==> config.mk <==
export PLATFORM = sky130hd
export DESIGN_NAME = irq_level_agg
export DESIGN_NICKNAME = d
export VERILOG_FILES = /design/src/rtl/irqagg_pkg.sv /design/src/rtl/irqagg_monitor.sv /design/src/rtl/irqagg_prio.sv /design/src/rtl/irqagg_regs.sv /design/src/rtl/irq_level_agg.sv
export SDC_FILE = /design/constraint.sdc
export NUM_CORES = 1
export LEC_CHECK = 0
export BUFFER_PORTS_ARGS = -buffer_cell sky130_fd_sc_hd__buf_4
export CORE_AREA = 4 4 90 92
export DETAILED_ROUTE_END_ITERATION = 16
export DIE_AREA = 0 0 94 96
export HOLD_SLACK_MARGIN = 0.05
export PLACE_DENSITY = 0.75
export SLEW_MARGIN = 20
export SYNTH_ARGS = -nofsm -noshare
export SYNTH_HDL_FRONTEND = slang
export SYNTH_SLANG_ARGS = --single-unit
==> constraint.sdc <==
create_clock -name clk -period 2.8 [get_ports clk]
set_input_delay 0 -clock clk [delete_from_list [all_inputs] [get_ports clk]]
set_output_delay 0 -clock clk [all_outputs]
set_load 0.01 [all_outputs]
==> src/rtl/irqagg_pkg.sv <==
package irqagg_pkg;
  localparam int NSRC   = 13;
  localparam int DATA_W = 16;
  localparam int ADDR_W = 6;
  localparam int LVL_W  = 4;

  localparam logic [ADDR_W-1:0] OFS_MASK = 6'h00;
  localparam logic [ADDR_W-1:0] OFS_PWR  = 6'h30;
  localparam logic [ADDR_W-1:0] OFS_VER  = 6'h32;
  localparam logic [ADDR_W-1:0] OFS_GPO  = 6'h36;
  localparam logic [DATA_W-1:0] VER_VAL  = 16'h0010;

  typedef enum logic [1:0] {SEL_NONE, SEL_MASK, SEL_PWR, SEL_GPO} reg_sel_e;

  // Mask/monitor bit position of the source whose priority number is idx.
  function automatic logic [3:0] src_bit(input int idx);
    case (idx)
      0:  src_bit = 4'd11;
      1:  src_bit = 4'd9;
      2:  src_bit = 4'd8;
      3:  src_bit = 4'd12;
      4:  src_bit = 4'd10;
      5:  src_bit = 4'd6;
      6:  src_bit = 4'd5;
      7:  src_bit = 4'd4;
      8:  src_bit = 4'd7;
      9:  src_bit = 4'd14;
      10: src_bit = 4'd13;
      11: src_bit = 4'd0;
      default: src_bit = 4'd15;
    endcase
  endfunction
endpackage

==> src/rtl/irqagg_monitor.sv <==
module irqagg_monitor
  import irqagg_pkg::*;
#(
  parameter int N_SRC = NSRC,
  parameter int DW    = DATA_W
) (
  input  logic [N_SRC-1:0] src_i,
  output logic [DW-1:0]    mon_o
);
  // Scatter each source level onto its bit of the monitor vector.
  always_comb begin
    mon_o = '0;
    for (int i = 0; i < N_SRC; i++) begin
      mon_o[src_bit(i)] = src_i[i];
    end
  end
endmodule

==> src/rtl/irqagg_prio.sv <==
module irqagg_prio
  import irqagg_pkg::*;
#(
  parameter int N_SRC = NSRC,
  parameter int DW    = DATA_W,
  parameter int LW    = LVL_W
) (
  input  logic          clk,
  input  logic          rst_n,
  input  logic [DW-1:0] mon_i,
  input  logic [DW-1:0] mask_i,
  output logic [LW-1:0] irl_o
);
  localparam logic [LW-1:0] IDLE_LVL = '1;

  logic [DW-1:0] active;
  logic [LW-1:0] best;

  // Walk from the least urgent level down, so the smallest number wins.
  always_comb begin
    active = mon_i & mask_i;
    best   = IDLE_LVL;
    for (int i = N_SRC - 1; i >= 0; i--) begin
      if (active[src_bit(i)]) best = LW'(i);
    end
  end

  always_ff @(posedge clk or negedge rst_n) begin
    if (!rst_n) irl_o <= '0;
    else        irl_o <= best ^ IDLE_LVL;
  end
endmodule

==> src/rtl/irqagg_regs.sv <==
module irqagg_regs
  import irqagg_pkg::*;
#(
  parameter int DW = DATA_W,
  parameter int AW = ADDR_W
) (
  input  logic          clk,
  input  logic          rst_n,
  input  logic          req_valid,
  input  logic          req_write,
  input  logic [AW-1:0] req_addr,
  input  logic [DW-1:0] req_wdata,
  output logic [DW-1:0] mask_q,
  output logic [DW-1:0] mask_next,
  output logic [DW-1:0] pwr_q,
  output logic [DW-1:0] gpo_q,
  output logic          rsp_valid,
  output logic [DW-1:0] rsp_rdata
);
  reg_sel_e      sel;
  logic          wr, rd;
  logic [DW-1:0] rd_mux;

  always_comb begin
    case (req_addr)
      OFS_MASK: sel = SEL_MASK;
      OFS_PWR:  sel = SEL_PWR;
      OFS_GPO:  sel = SEL_GPO;
      default:  sel = SEL_NONE;
    endcase
  end

  assign wr = req_valid && req_write;
  assign rd = req_valid && !req_write;

  assign mask_next = (wr && sel == SEL_MASK) ? req_wdata : mask_q;

  always_comb begin
    case (sel)
      SEL_MASK: rd_mux = mask_q;
      SEL_PWR:  rd_mux = pwr_q;
      SEL_GPO:  rd_mux = gpo_q;
      default:  rd_mux = (req_addr == OFS_VER) ? VER_VAL : '0;
    endcase
  end

  always_ff @(posedge clk or negedge rst_n) begin
    if (!rst_n) begin
      mask_q    <= '0;
      pwr_q     <= '0;
      gpo_q     <= '0;
      rsp_valid <= 1'b0;
      rsp_rdata <= '0;
    end else begin
      mask_q    <= mask_next;
      if (wr && sel == SEL_PWR) pwr_q <= req_wdata;
      if (wr && sel == SEL_GPO) gpo_q <= req_wdata;
      rsp_valid <= rd;
      if (rd) rsp_rdata <= rd_mux;
    end
  end
endmodule

==> src/rtl/irq_level_agg.sv <==
module irq_level_agg
  import irqagg_pkg::*;
#(
  parameter int N_SRC = NSRC,
  parameter int DW    = DATA_W,
  parameter int AW    = ADDR_W,
  parameter int LW    = LVL_W
) (
  input  logic             clk,
  input  logic             rst_n,
  input  logic [N_SRC-1:0] src_i,
  input  logic             req_valid,
  input  logic             req_write,
  input  logic [AW-1:0]    req_addr,
  input  logic [DW-1:0]    req_wdata,
  output logic             rsp_valid,
  output logic [DW-1:0]    rsp_rdata,
  output logic [LW-1:0]    irl_o,
  output logic [DW-1:0]    pwr_o,
  output logic [DW-1:0]    gpo_o
);
  logic [DW-1:0] mon;
  logic [DW-1:0] mask_q;
  logic [DW-1:0] mask_next;

  irqagg_monitor #(.N_SRC(N_SRC), .DW(DW)) u_mon (
    .src_i (src_i),
    .mon_o (mon)
  );

  irqagg_regs #(.DW(DW), .AW(AW)) u_regs (
    .clk       (clk),
    .rst_n     (rst_n),
    .req_valid (req_valid),
    .req_write (req_write),
    .req_addr  (req_addr),
    .req_wdata (req_wdata),
    .mask_q    (mask_q),
    .mask_next (mask_next),
    .pwr_q     (pwr_o),
    .gpo_q     (gpo_o),
    .rsp_valid (rsp_valid),
    .rsp_rdata (rsp_rdata)
  );

  irqagg_prio #(.N_SRC(N_SRC), .DW(DW), .LW(LW)) u_prio (
    .clk    (clk),
    .rst_n  (rst_n),
    .mon_i  (mon),
    .mask_i (mask_next),
    .irl_o  (irl_o)
  );
endmodule

==> Yosys cells after proc, flatten, opt, wreduce, memory -nomap -nowiden <==
Index checks and enable logic that the tools add are counted.
{ "totals": {"wordCells": 38, "output_inout_bits": 53, "ff_bits": 69} }
{ "op_classes": {"n_bitwise": 2, "reduce_logical": 7, "n_mux": 17, "eq_ne": 6} }
{ "ops": {"columns": ["op", "n"], "rows": [
  ["4-bit 2-to-1 mux", 12],
  ["16-bit case mux with 3 select lines", 1],
  ["6-bit == test (second input constant)", 3],
  ["16-bit bitwise AND", 1],
  ["16-bit 2-to-1 mux", 1],
  ["6-bit zero test", 1],
  ["2-bit case mux with 3 select lines", 1],
  ["1-bit logical AND", 5],
  ["5-bit 2-to-1 mux", 1],
  ["2-bit == test (second input constant)", 2],
  ["4-bit inverter", 1],
  ["2-bit by 1-bit == test with 1-bit output (second input constant)", 1],
  ["2-bit 2-to-1 mux", 1],
  ["1-bit zero test", 1]
]} }

==> Depth between registers and ports, before layout <==
Gate-level depths: netlist of the first run.
{ "depth": {"depth_word": 20, "depth_mapped": 7} }

==> Cells and area by module <==
From an unflattened synthesis of the first run, not the netlist that was laid out.
{ "hier_totals": {"cells_unflattened": 260, "area_unflattened_um2": 3210.6} }
{ "by_module_without_submodules": {"columns": ["module", "cells_each", "area_each_um2", "instances"], "rows": [
  ["irqagg_regs", 207, 2806.4, 1],
  ["irqagg_prio", 36, 280.3, 1],
  ["irqagg_monitor", 17, 123.9, 1]
]} }

==> Worst setup path before layout of the first run <==
Ideal clock, no wire load.
{ "synth_path": {"path_type": "input port to flip-flop", "start": "input req_addr[3]", "end": "register u_prio.irl_o[0]", "required_ns": 2.666, "arrival_ns": 1.355, "n_path_buf": 1, "setup_time_ns": 0.134, "stages": 6, "path_slack_ns": 1.311, "path_cell_list": "or4_1 -> buf_6 -> o21ai_1 -> a21boi_1 -> a2111oi_2 -> a2bb2oi_1"} }
{ "synth_via": {"elab_chain_cells": 20, "elab_cells_between_ends": 22} }
{ "synth_rtl": {"columns": ["item", "line_no", "text"], "rows": [
  ["from (decl)", "irq_level_agg.sv:14", "input logic [AW-1:0] req_addr,"],
  ["6-bit == test / 6-bit zero test (equally long branches)", "irqagg_regs.sv:25", "case (req_addr)"],
  ["2-bit case mux with 3 select lines (*)", "irqagg_regs.sv:25", null],
  ["2-bit by 1-bit == test with 1-bit output (*)", "irqagg_regs.sv:36", "assign mask_next = (wr && sel == SEL_MASK) ? req_wdata : mask_q;"],
  ["1-bit logical AND (*)", "irqagg_regs.sv:36", null],
  ["16-bit 2-to-1 mux (*)", "irqagg_regs.sv:36", null],
  ["16-bit bitwise AND (*)", "irqagg_prio.sv:21", "active = mon_i & mask_i;"],
  ["2-bit 2-to-1 mux", "irqagg_prio.sv:24", "if (active[src_bit(i)]) best = LW'(i);"],
  ["4-bit 2-to-1 mux (11 in a row)", "irqagg_prio.sv:24", null],
  ["4-bit 2-to-1 mux (*)", "irqagg_prio.sv:24", null],
  ["4-bit inverter (no source line) (*)", null, null],
  ["to (signal assigned)", "irqagg_prio.sv:30", "else irl_o <= best ^ IDLE_LVL;"],
  ["to (decl)", "irqagg_prio.sv:12", "output logic [LW-1:0] irl_o"]
]} }
Every way passes the cells marked *; elsewhere a longest branch is shown, timed or not.
A chain may end at the register's enable or synchronous reset.

==> Final worst setup path of the first run <==
{ "layout_path": {"start": "input req_addr[4]", "end": "register u_prio.irl_o[0]"} }
{ "layout_via": {"elab_cells_between_ends": 22} }
{ "layout_lines": {"columns": ["item", "line_no", "text"], "rows": [
  ["6-bit == test / 6-bit zero test (equally long branches)", "irqagg_regs.sv:25", null],
  ["2-bit case mux with 3 select lines (*)", "irqagg_regs.sv:25", null],
  ["2-bit by 1-bit == test with 1-bit output (*)", "irqagg_regs.sv:36", null],
  ["1-bit logical AND (*)", "irqagg_regs.sv:36", null],
  ["16-bit 2-to-1 mux (*)", "irqagg_regs.sv:36", null],
  ["via mask_next[9]", "irq_level_agg.sv:24", "logic [DW-1:0] mask_next;"],
  ["16-bit bitwise AND (*)", "irqagg_prio.sv:21", null],
  ["4-bit 2-to-1 mux (*) (2 in a row)", "irqagg_prio.sv:24", null],
  ["4-bit inverter (no source line) (*)", null, null]
]} }
Mark *: on every way through the listed nets, which the timed path passes. The rest lies on a longest branch.

==> metrics, run 1 <==
status=finished, final reports clean; syn avg cell area=12.40 µm²; Mapped Cells=~260; Slew Viols, Final=0; CP Launch Point=req_addr[4]; first-pass GRT wire length=13790 µm; Slew @ Worst Pin=0.8971 ns; P_leak=around 0.0022 µW; critical path launch point type=input pin; P_int=1632 µW; clock sinks=69; RePlAce Congestion=approximately 0.85; routed vias=roughly 2600; met2 usage=roughly a third; HPWL after DPL=6423 µm; First-pass DRT Iterations=7; commonest register cell after synthesis=dfrtp_1; HP Class=in -> reg; commonest non-fill, non-tap cell in the layout=buf_4; critical path endpoint category=register; Net Sw Frac=26.41%; core area=between 7000 and 8000 µm²; critical path's slowest cell=dlygate4sd3_1; IO Count=92; grt met1 use=26.03%; sequential share of power=between 50% and 60%; CTS root buffer=clkbuf_8; cts repair resizes=0; total track usage=20.24%; crit-path max cell delay=0.58 ns; Peak VDD IR=0.0004390 V; crit share post-route=between 90% and 100%; TritonCTS buffer count=9; Final Net Count=~400; vias in the first global route=2634; fraction of registers with async set/reset=100.0%; RSZ-0062 raised after global routing=false; DR WL/cell=18.61 µm; Synth Warn #=0; Switching Power=585.9 µW; proportion of layout cells with a drive suffix above 1=between 40% and 50%; WS Path Type=in -> reg; reg2reg start=u_regs.mask_q[8]; total nets after synthesis=296; CP arrival=2.88 ns; Clk pwr share=~33%; setup_tns=0 ns; critical path depth=8; row cnt=31; Longest Clk Path Bufs=2; most frequent cells in the layout=buf_4, dfrtp_1, nand2_1; die width=94 µm; min Tclk post-route=2.605 ns; worst setup path end=u_prio.irl_o[0]; number of synthesized register bits=69; Final Skew=0.007393 ns; Yosys cell types=48; reg2reg end=u_prio.irl_o[0]; delay-heaviest family, CP=buffers and inverters; FILL cells=621; clock-pin slew on the worst setup and hold paths=0.07 ns; Cell Area, Synth=3188 µm²; r2r setup slk=0.28 ns; worst skew pair latency=roughly 0.34 ns; worst-path cell chain=buf_4 > and4bb_1 > nand2_2 > mux2_4 > a32oi_1 > dlygate4sd3_1 > a2bb2oi_1 > dlygate4sd3_1; Post-synth EDFFs=0; Area Overhead vs Synth=36.11%; CP Buf/Inv Count=3; Worst Reg2Reg Path Length in Cells=6; final wirelength=roughly 9000 µm; Post-CTS Setup Bufs=0; Die Area=9024 µm²; Starting DRT DRC Count=218; port bufs=91; # DRC=0; Initial Util=44.19%; met3 Use GR=3.206%; Gate power share=approximately 16%; Slew headroom=40.20%; Fin. Hold Viols=0; Most Crowded Layer GR=met2; most frequent CP cell=dlygate4sd3_1; Crit Path Max Fanout=13; Worst Path Required=3.07 ns; fmax=383.9 MHz; ANT cells=0; largest net degree at the start of global routing=70; final setup fails=0; CTS H-tree lvls=3; sequential area share after synthesis=a little over half; grt ovf=0; initial antenna violation count=0; Die Height=96 µm; vias per inst=5.546; maxcap violations=0; ANT nets after route=0; CTS tree=yes; Hold WS=around 0.054 ns; Pwr Density=511.2 nW/µm²
## registers in the layout (all words and copies together) (netlist names)
name and cells:
u_regs.rsp_valid 1, u_regs.pwr_q 16, u_regs.mask_q 16, u_regs.gpo_q 16, u_prio.irl_o 4, u_regs.rsp_rdata 16
## timing repair
action	4_1_cts	5_1_grt
setup endpoints to repair	0	0
hold buffers	22	0
hold endpoints to repair	118	0
## final cells by class
class / instances / area, µm² / share of cell area, %
clock buffers: 12 / 155.1 / 3.576
clock inverters: 4 / 22.52 / 0.5190
repair buffers: 117 / 933.4 / 21.51
multi-input cells: 172 / 1366 / 31.49
flip-flops and latches: 69 / 1727 / 39.79
well taps: 99 / 123.9 / 2.855
inverters: 3 / 11.26 / 0.2595
## power groups by stage
stage	logic (µW)	registers, µW	clock network [µW]
2_1_floorplan	113	1150	0
3_3_place_gp	321	1140	0
3_5_place_dp	327	1140	0
4_1_cts	362	1120	742
5_1_grt	391	1130	783
6_report	359	1120	735
## worst min path at each step
stage | slack (ns) | startpoint | cells past startpoint | to
after floorplan | -0.30 | rst_n | 0 | u_prio.irl_o[0]
after global placement | 0.16 | rst_n | 1 | u_regs.gpo_q[2]
after detailed placement | 0.16 | rst_n | 1 | u_regs.gpo_q[2]
after CTS | 0.05 | src_i[12] | 3 | u_prio.irl_o[1]
after global routing | 0.07 | src_i[12] | 3 | u_prio.irl_o[1]
final | 0.05 | src_i[12] | 3 | u_prio.irl_o[1]
## kinds of logic (layout without fill, tap and decap cells)
kind of cell	count (synthesis)	after routing	synth area share, %
AOI/OAI and AO/OA	70	70	16.52
buffers and inverters	16	136	2.982
DFF	69	69	54.16
muxes	43	43	15.31
and+or+nand+nor	59	59	11.03
## worst reg2reg max path: cells and delay by family (launching register included)
| kind | cells | cell delay [ns] |
|---|---|---|
| AO/OA/AOI/OAI | 4 | 0.85 |
| buffers and inverters | 2 | 1.17 |
| flip-flops | 1 | 0.38 |
## Yosys cell counts (2+ instances only)
library cell / number / area (µm²)
mux2_4: 2 / 30.03
o21ai_1: 12 / 60.06
buf_4: 2 / 15.01
mux2_2: 28 / 315.3
a21boi_1: 3 / 22.52
a222oi_1: 15 / 150.1
buf_2: 4 / 20.02
a21oi_1: 3 / 15.01
inv_1: 3 / 11.26
nand3_1: 3 / 15.01
nand2_1: 29 / 108.9
a2111oi_2: 2 / 30.03
o21ai_0: 12 / 60.06
o211ai_1: 4 / 30.03
nand4_1: 2 / 12.51
clkbuf_1: 4 / 15.01
or2_2: 3 / 18.77
dfrtp_1: 69 / 1727
a21boi_0: 7 / 52.55
buf_6: 3 / 33.78
a221oi_1: 2 / 17.52
mux2_1: 10 / 112.6
o21ai_2: 2 / 17.52
and3_1: 6 / 37.54
nand2b_1: 2 / 12.51
mux2i_1: 3 / 30.03
## routing by layer
layer	part of all wire, %	up-vias
li1	-	1210
met1	41	1329
met2	51	95
met3	6.3	6
met4	1.5	0
met5	0	-
## metrics by stage
stage,utilization (%),instances,instance area (µm²),worst slack (ns),power [µW]
2_1_floorplan,-,257,3188,1.311,1265
3_3_place_gp,54.63,438,3941,0.6508,1460
3_5_place_dp,54.63,438,3941,0.5887,1469
4_1_cts,60.15,476,4339,0.2666,2228
5_1_grt,60.15,476,4339,0.07489,2305
6_report,60.15,476,4339,0.1955,2218
Note: power is estimated with default switching activity, not from simulation.
==> inputs of run 2 (changes only) <==
--- a/config.mk
+++ b/config.mk
@@ -5,12 +5,12 @@
 export SDC_FILE = /design/constraint.sdc
 export NUM_CORES = 1
 export LEC_CHECK = 0
-export BUFFER_PORTS_ARGS = -buffer_cell sky130_fd_sc_hd__buf_4
-export CORE_AREA = 4 4 90 92
+export BUFFER_PORTS_ARGS = -buffer_cell sky130_fd_sc_hd__buf_2
+export CORE_AREA = 4 4 98 146
 export DETAILED_ROUTE_END_ITERATION = 16
-export DIE_AREA = 0 0 94 96
+export DIE_AREA = 0 0 102 150
 export HOLD_SLACK_MARGIN = 0.05
-export PLACE_DENSITY = 0.75
+export PLACE_DENSITY = 0.5
 export SLEW_MARGIN = 20
 export SYNTH_ARGS = -nofsm -noshare
 export SYNTH_HDL_FRONTEND = slang
==> run 2 against run 1 <==
Net effect:
- fmax grew 23%
- critical path type unchanged
- clock power is 67% higher
- count of clock-buffer cells in the layout is the same
- via count grew 0.38%
==> metrics, run 2 (synthesis gave the netlist of run 1 again) <==
Hold WS=0.05740 ns; final wirelength=10270 µm; fmax=471.7 MHz; HPWL after DPL=7600 µm; P_leak=0.002212 µW; CTS H-tree lvls=3; WHS Path Cells=3; vias in the first global route=2748; proportion of layout cells with a drive suffix above 1=41.99%; critical path endpoint category=register; RePlAce Congestion=0.8631; ANT nets after route=0; Initial Util=between 20% and 30%; crit share post-route=75.72%; maxcap violations=0; Fin. Hold Viols=0; largest net degree at the start of global routing=37; most frequent cells in the layout=buf_2, dfrtp_1, nand2_1; initial antenna violation count=0; DR WL/cell=19.02 µm; setup_tns=0 ns; # DRC=0; First-pass DRT Iterations=6; Final Skew=0.004963 ns; post-route design area=approximately 4400 µm²; Longest Clk Path Bufs=2; clock-pin slew on the worst setup and hold paths=0.05 ns; WS Path Type=in -> reg; Slew headroom=39.10%; Final Net Count=415; clock sinks=69; port bufs=91; first-pass GRT wire length=15640 µm; die width=102 µm; post-place instance area=3839 µm²; CP arrival=~2.3 ns; Die Area=about 15000 µm²; FILL cells=1357; vias per inst=4.907; Slew @ Worst Pin=0.9135 ns; Worst Reg2Reg Path Length in Cells=5; TritonCTS buffer count=9; grt ovf=0; CTS tree=yes; row cnt=51; Pwr Density=610.4 nW/µm²; commonest non-fill, non-tap cell in the layout=buf_2; status=finished, final reports clean; core area=13020 µm²; critical path launch point type=input pin; Starting DRT DRC Count=187; Post-CTS Setup Bufs=0; Peak VDD IR=0.0002589 V; Final Non-Filler Cells=540; CTS root buffer=clkbuf_16; Slew Viols, Final=0; cell total after placement=503; routed vias=2650; RSZ-0062 raised after global routing=false; final setup fails=0; Worst Path Required=3.01 ns; Crit Path Max Fanout=13; ANT cells=0; Die Height=~150 µm; IO Count=92; cts repair resizes=0; Area Overhead vs Synth=37.24%; min Tclk post-route=2.120 ns; HP Class=in -> reg; total track usage=about 14%; CTS Hold Buffers Added=21; worst skew pair latency=0.32 ns
==> run 2: worst paths after layout <==
kind	startpoint	end	slack, ns
max	req_addr[4]	u_prio.irl_o[3]	0.68
min	src_i[3]	u_prio.irl_o[0]	0.06
max reg2reg	u_regs.mask_q[4]	u_prio.irl_o[3]	0.86
min reg2reg	u_regs.rsp_rdata[7]	u_regs.rsp_rdata[7]	0.48
max in group asynchronous	rst_n	u_regs.rsp_rdata[5]	1.81
min in group asynchronous	rst_n	u_regs.pwr_q[9]	0.32
==> run 2: final cells by class <==
class                   instances  area (µm²)  area share, %
multi-input cells             172        1366          31.23
flip-flops and latches         69        1727          39.46
well taps                     159       198.9          4.547
inverters                       3       11.26         0.2574
repair buffers                121       745.7          17.04
clock inverters                 4       70.07          1.601
clock buffers                  12       256.5          5.862
==> run 2: through the flow <==
step	total power [µW]	utilization [%]	setup WS, ns
6_report	2671	33.61	0.6800
4_1_cts	2711	33.61	0.6843
5_1_grt	2791	33.61	0.5267
3_5_place_dp	1440	29.49	0.7427
2_1_floorplan	1265	-	1.311
3_3_place_gp	1435	29.49	0.8188
==> run 2: report_power, final <==
part           leakage (µW)  total, µW  switching (µW)  internal, µW
clock              0.000163       1230             405           825
sequential         0.000941       1120            50.2          1070
combinational       0.00111        320             167           153
total               0.00221       2670             621          2050
==> run 2: per-layer routing <==
metal / vias to the layer above / part of all wire, % / track usage (%)
li1: 1217 / - / -
met1: 1328 / 40 / 16.75
met2: 99 / 53 / 24.09
met3: 6 / 5.8 / 2.705
met4: 0 / 1.1 / 4.071
met5: - / 0 / 0
==> run 2: critical path, stage by stage <==
cell and delay [ns]:
buf_2 0.13, and4bb_1 0.58, nand2_2 0.12, buf_4 0.23, mux2_4 0.34, a21oi_1 0.24, nand4_1 0.12, dlygate4sd3_1 0.56
==> inputs of run 3 (changes only) <==
==> constraint.sdc (replaced) <==
create_clock -name clk -period 2.2 [get_ports clk]
set_input_delay 0 -clock clk [delete_from_list [all_inputs] [get_ports clk]]
set_output_delay 0 -clock clk [all_outputs]
set_load 0.01 [all_outputs]
==> run 3 against run 2 <==
Net effect:
- sequential share of layout area shrank 0.82 points
- non-clock buffer count is 8 higher
- largest cell class unchanged
- die area did not move
- highest routed layer unchanged
- wire length is 0.14% higher
- clock power is 37% higher
- design area grew 2.1%
==> metrics, run 3 (synthesis gave the netlist of run 1 again) <==
cell total after placement=505; worst-path cell chain=buf_2 > nor4_2 > buf_4 > a21boi_0 > o21ai_0 > and2_1 > nand4_1 > dlygate4sd3_1; maxcap violations=0; RePlAce Congestion=0.8428; Die Height=150 µm; P_int=2676 µW; Crit Path Max Fanout=12; IO Count=92; ANT nets after route=0; RSZ-0062 raised after global routing=false; FILL cells=approximately 1300; row cnt=51; core area=roughly 13000 µm²; Gate power share=11.8%; clock sinks=69; Slew @ Worst Pin=0.9560 ns; Pwr Density=789.6 nW/µm²; Longest Clk Path Bufs=2; worst skew pair latency=about 0.33 ns; critical path launch point type=input pin; crit-path max cell delay=0.58 ns; setup_tns=0 ns; status=finished, final reports clean; commonest non-fill, non-tap cell in the layout=buf_2; vias in the first global route=roughly 2800; Switching Power=852.0 µW; Fin. Hold Viols=0; largest net degree at the start of global routing=38; register area=1727 µm²; Final Non-Filler Cells=549; P_leak=0.002249 µW; # DRC=0; critical path's slowest cell=dlygate4sd3_1; total track usage=13.69%; Slew Viols, Final=0; HP Class=in -> async; Starting DRT DRC Count=173; Peak VDD IR=0.0002742 V; grt ovf=0; Slew headroom=35.89%; Hold WS=0.09853 ns; die width=102 µm; crit share post-route=between 90% and 100%; Clk pwr share=47.8%; routed vias=2684; HPWL after DPL=roughly 7700 µm; CTS H-tree lvls=3; first-pass GRT wire length=15680 µm; critical path endpoint category=register; Initial Util=24.49%; First-pass DRT Iterations=5; CP arrival=2.22 ns; most frequent cells in the layout=buf_2, dfrtp_1, nand2_1; Worst Path Required=2.41 ns; CP Buf/Inv Count=3; final setup fails=0; CTS tree=yes; fmax=497.4 MHz; Area Overhead vs Synth=40.15%; proportion of layout cells with a drive suffix above 1=between 40% and 50%; Die Area=15300 µm²; clock-pin slew on the worst setup and hold paths=about 0.060 ns; Final Skew=roughly 0.0055 ns; Final Net Count=approximately 420; final wirelength=10290 µm; WS Path Type=in -> reg; port bufs=just over 90; min Tclk post-route=2.010 ns; TritonCTS buffer count=9; vias per inst=about 4.9; sequential share of power=40.5%; CTS root buffer=clkbuf_16; DR WL/cell=~19 µm; initial antenna violation count=1; delay-heaviest family, CP=buffers and inverters; Net Sw Frac=24.15%; area of the multi-input gates=1370 µm²
[run 3: cell types whose count changed in the layout (fill, tap and decap cells not counted), sizes merged]
cell,change
buf,+6
bufinv,+1
clkbuf,-3
clkinv,-1
clkinvlp,+2
diode,+1
dlygate4sd3,+2
inv,+1
[run 3: path summary, 6_finish.rpt]
kind	from	slack, ns	cells past startpoint	to
worst max register to register	u_regs.mask_q[8]	0.27	5	u_prio.irl_o[3]
min in group clk	req_write	0.10	3	u_regs.rsp_valid
worst min register to register	u_regs.rsp_rdata[12]	0.47	2	u_regs.rsp_rdata[12]
max in group asynchronous	rst_n	1.50	3	u_regs.pwr_q[15]
worst max-delay path	req_addr[2]	0.19	8	u_prio.irl_o[3]
worst min-delay path	rst_n	0.1	2	u_regs.mask_q[9]
[run 3: through the flow]
step / cell area, µm² / util, % / setup WS (ns) / power [µW]
CTS: 4432 / 34.04 / 0.1026 / 3566
global route: 4468 / 34.32 / 0.007999 / 3680
detailed placement: 3854 / 29.60 / 0.1429 / 1834
floorplan: 3188 / - / 0.7111 / 1610
finish: 4468 / 34.32 / 0.1896 / 3528
global placement: 3854 / 29.60 / 0.1731 / 1829
[run 3: power groups by stage]
stage	logic, µW	clock network (µW)	registers (µW)
finish	415	1680	1430
global route	459	1780	1440
CTS	423	1710	1430
detailed placement	382	0	1450
global placement	377	0	1450
floorplan	144	0	1470
[run 3: timing repair]
item,4_1_cts,5_1_grt
setup endpoints to repair,0,1
buffers inserted,0,4
resized for setup,0,2
hold buffers,23,0
endpoints found under the hold margin,118,0
[run 3: layout make-up]
class	count	share of cell area (%)
diodes	1	0.05601
clock inverters	7	2.744
repair buffers	129	18.15
flip-flops and latches	69	38.64
clock buffers	9	5.041
well taps	159	4.453
multi-input cells	172	30.66
inverters	3	0.2520
[run 3: per-layer routing]
metal	GRT usage [%]	vias up	wire length, µm
li1	-	1248	-
met1	16.19	1323	4182
met2	23.27	90	5202
met3	3.685	23	601
met4	5.384	0	299
met5	0	-	0
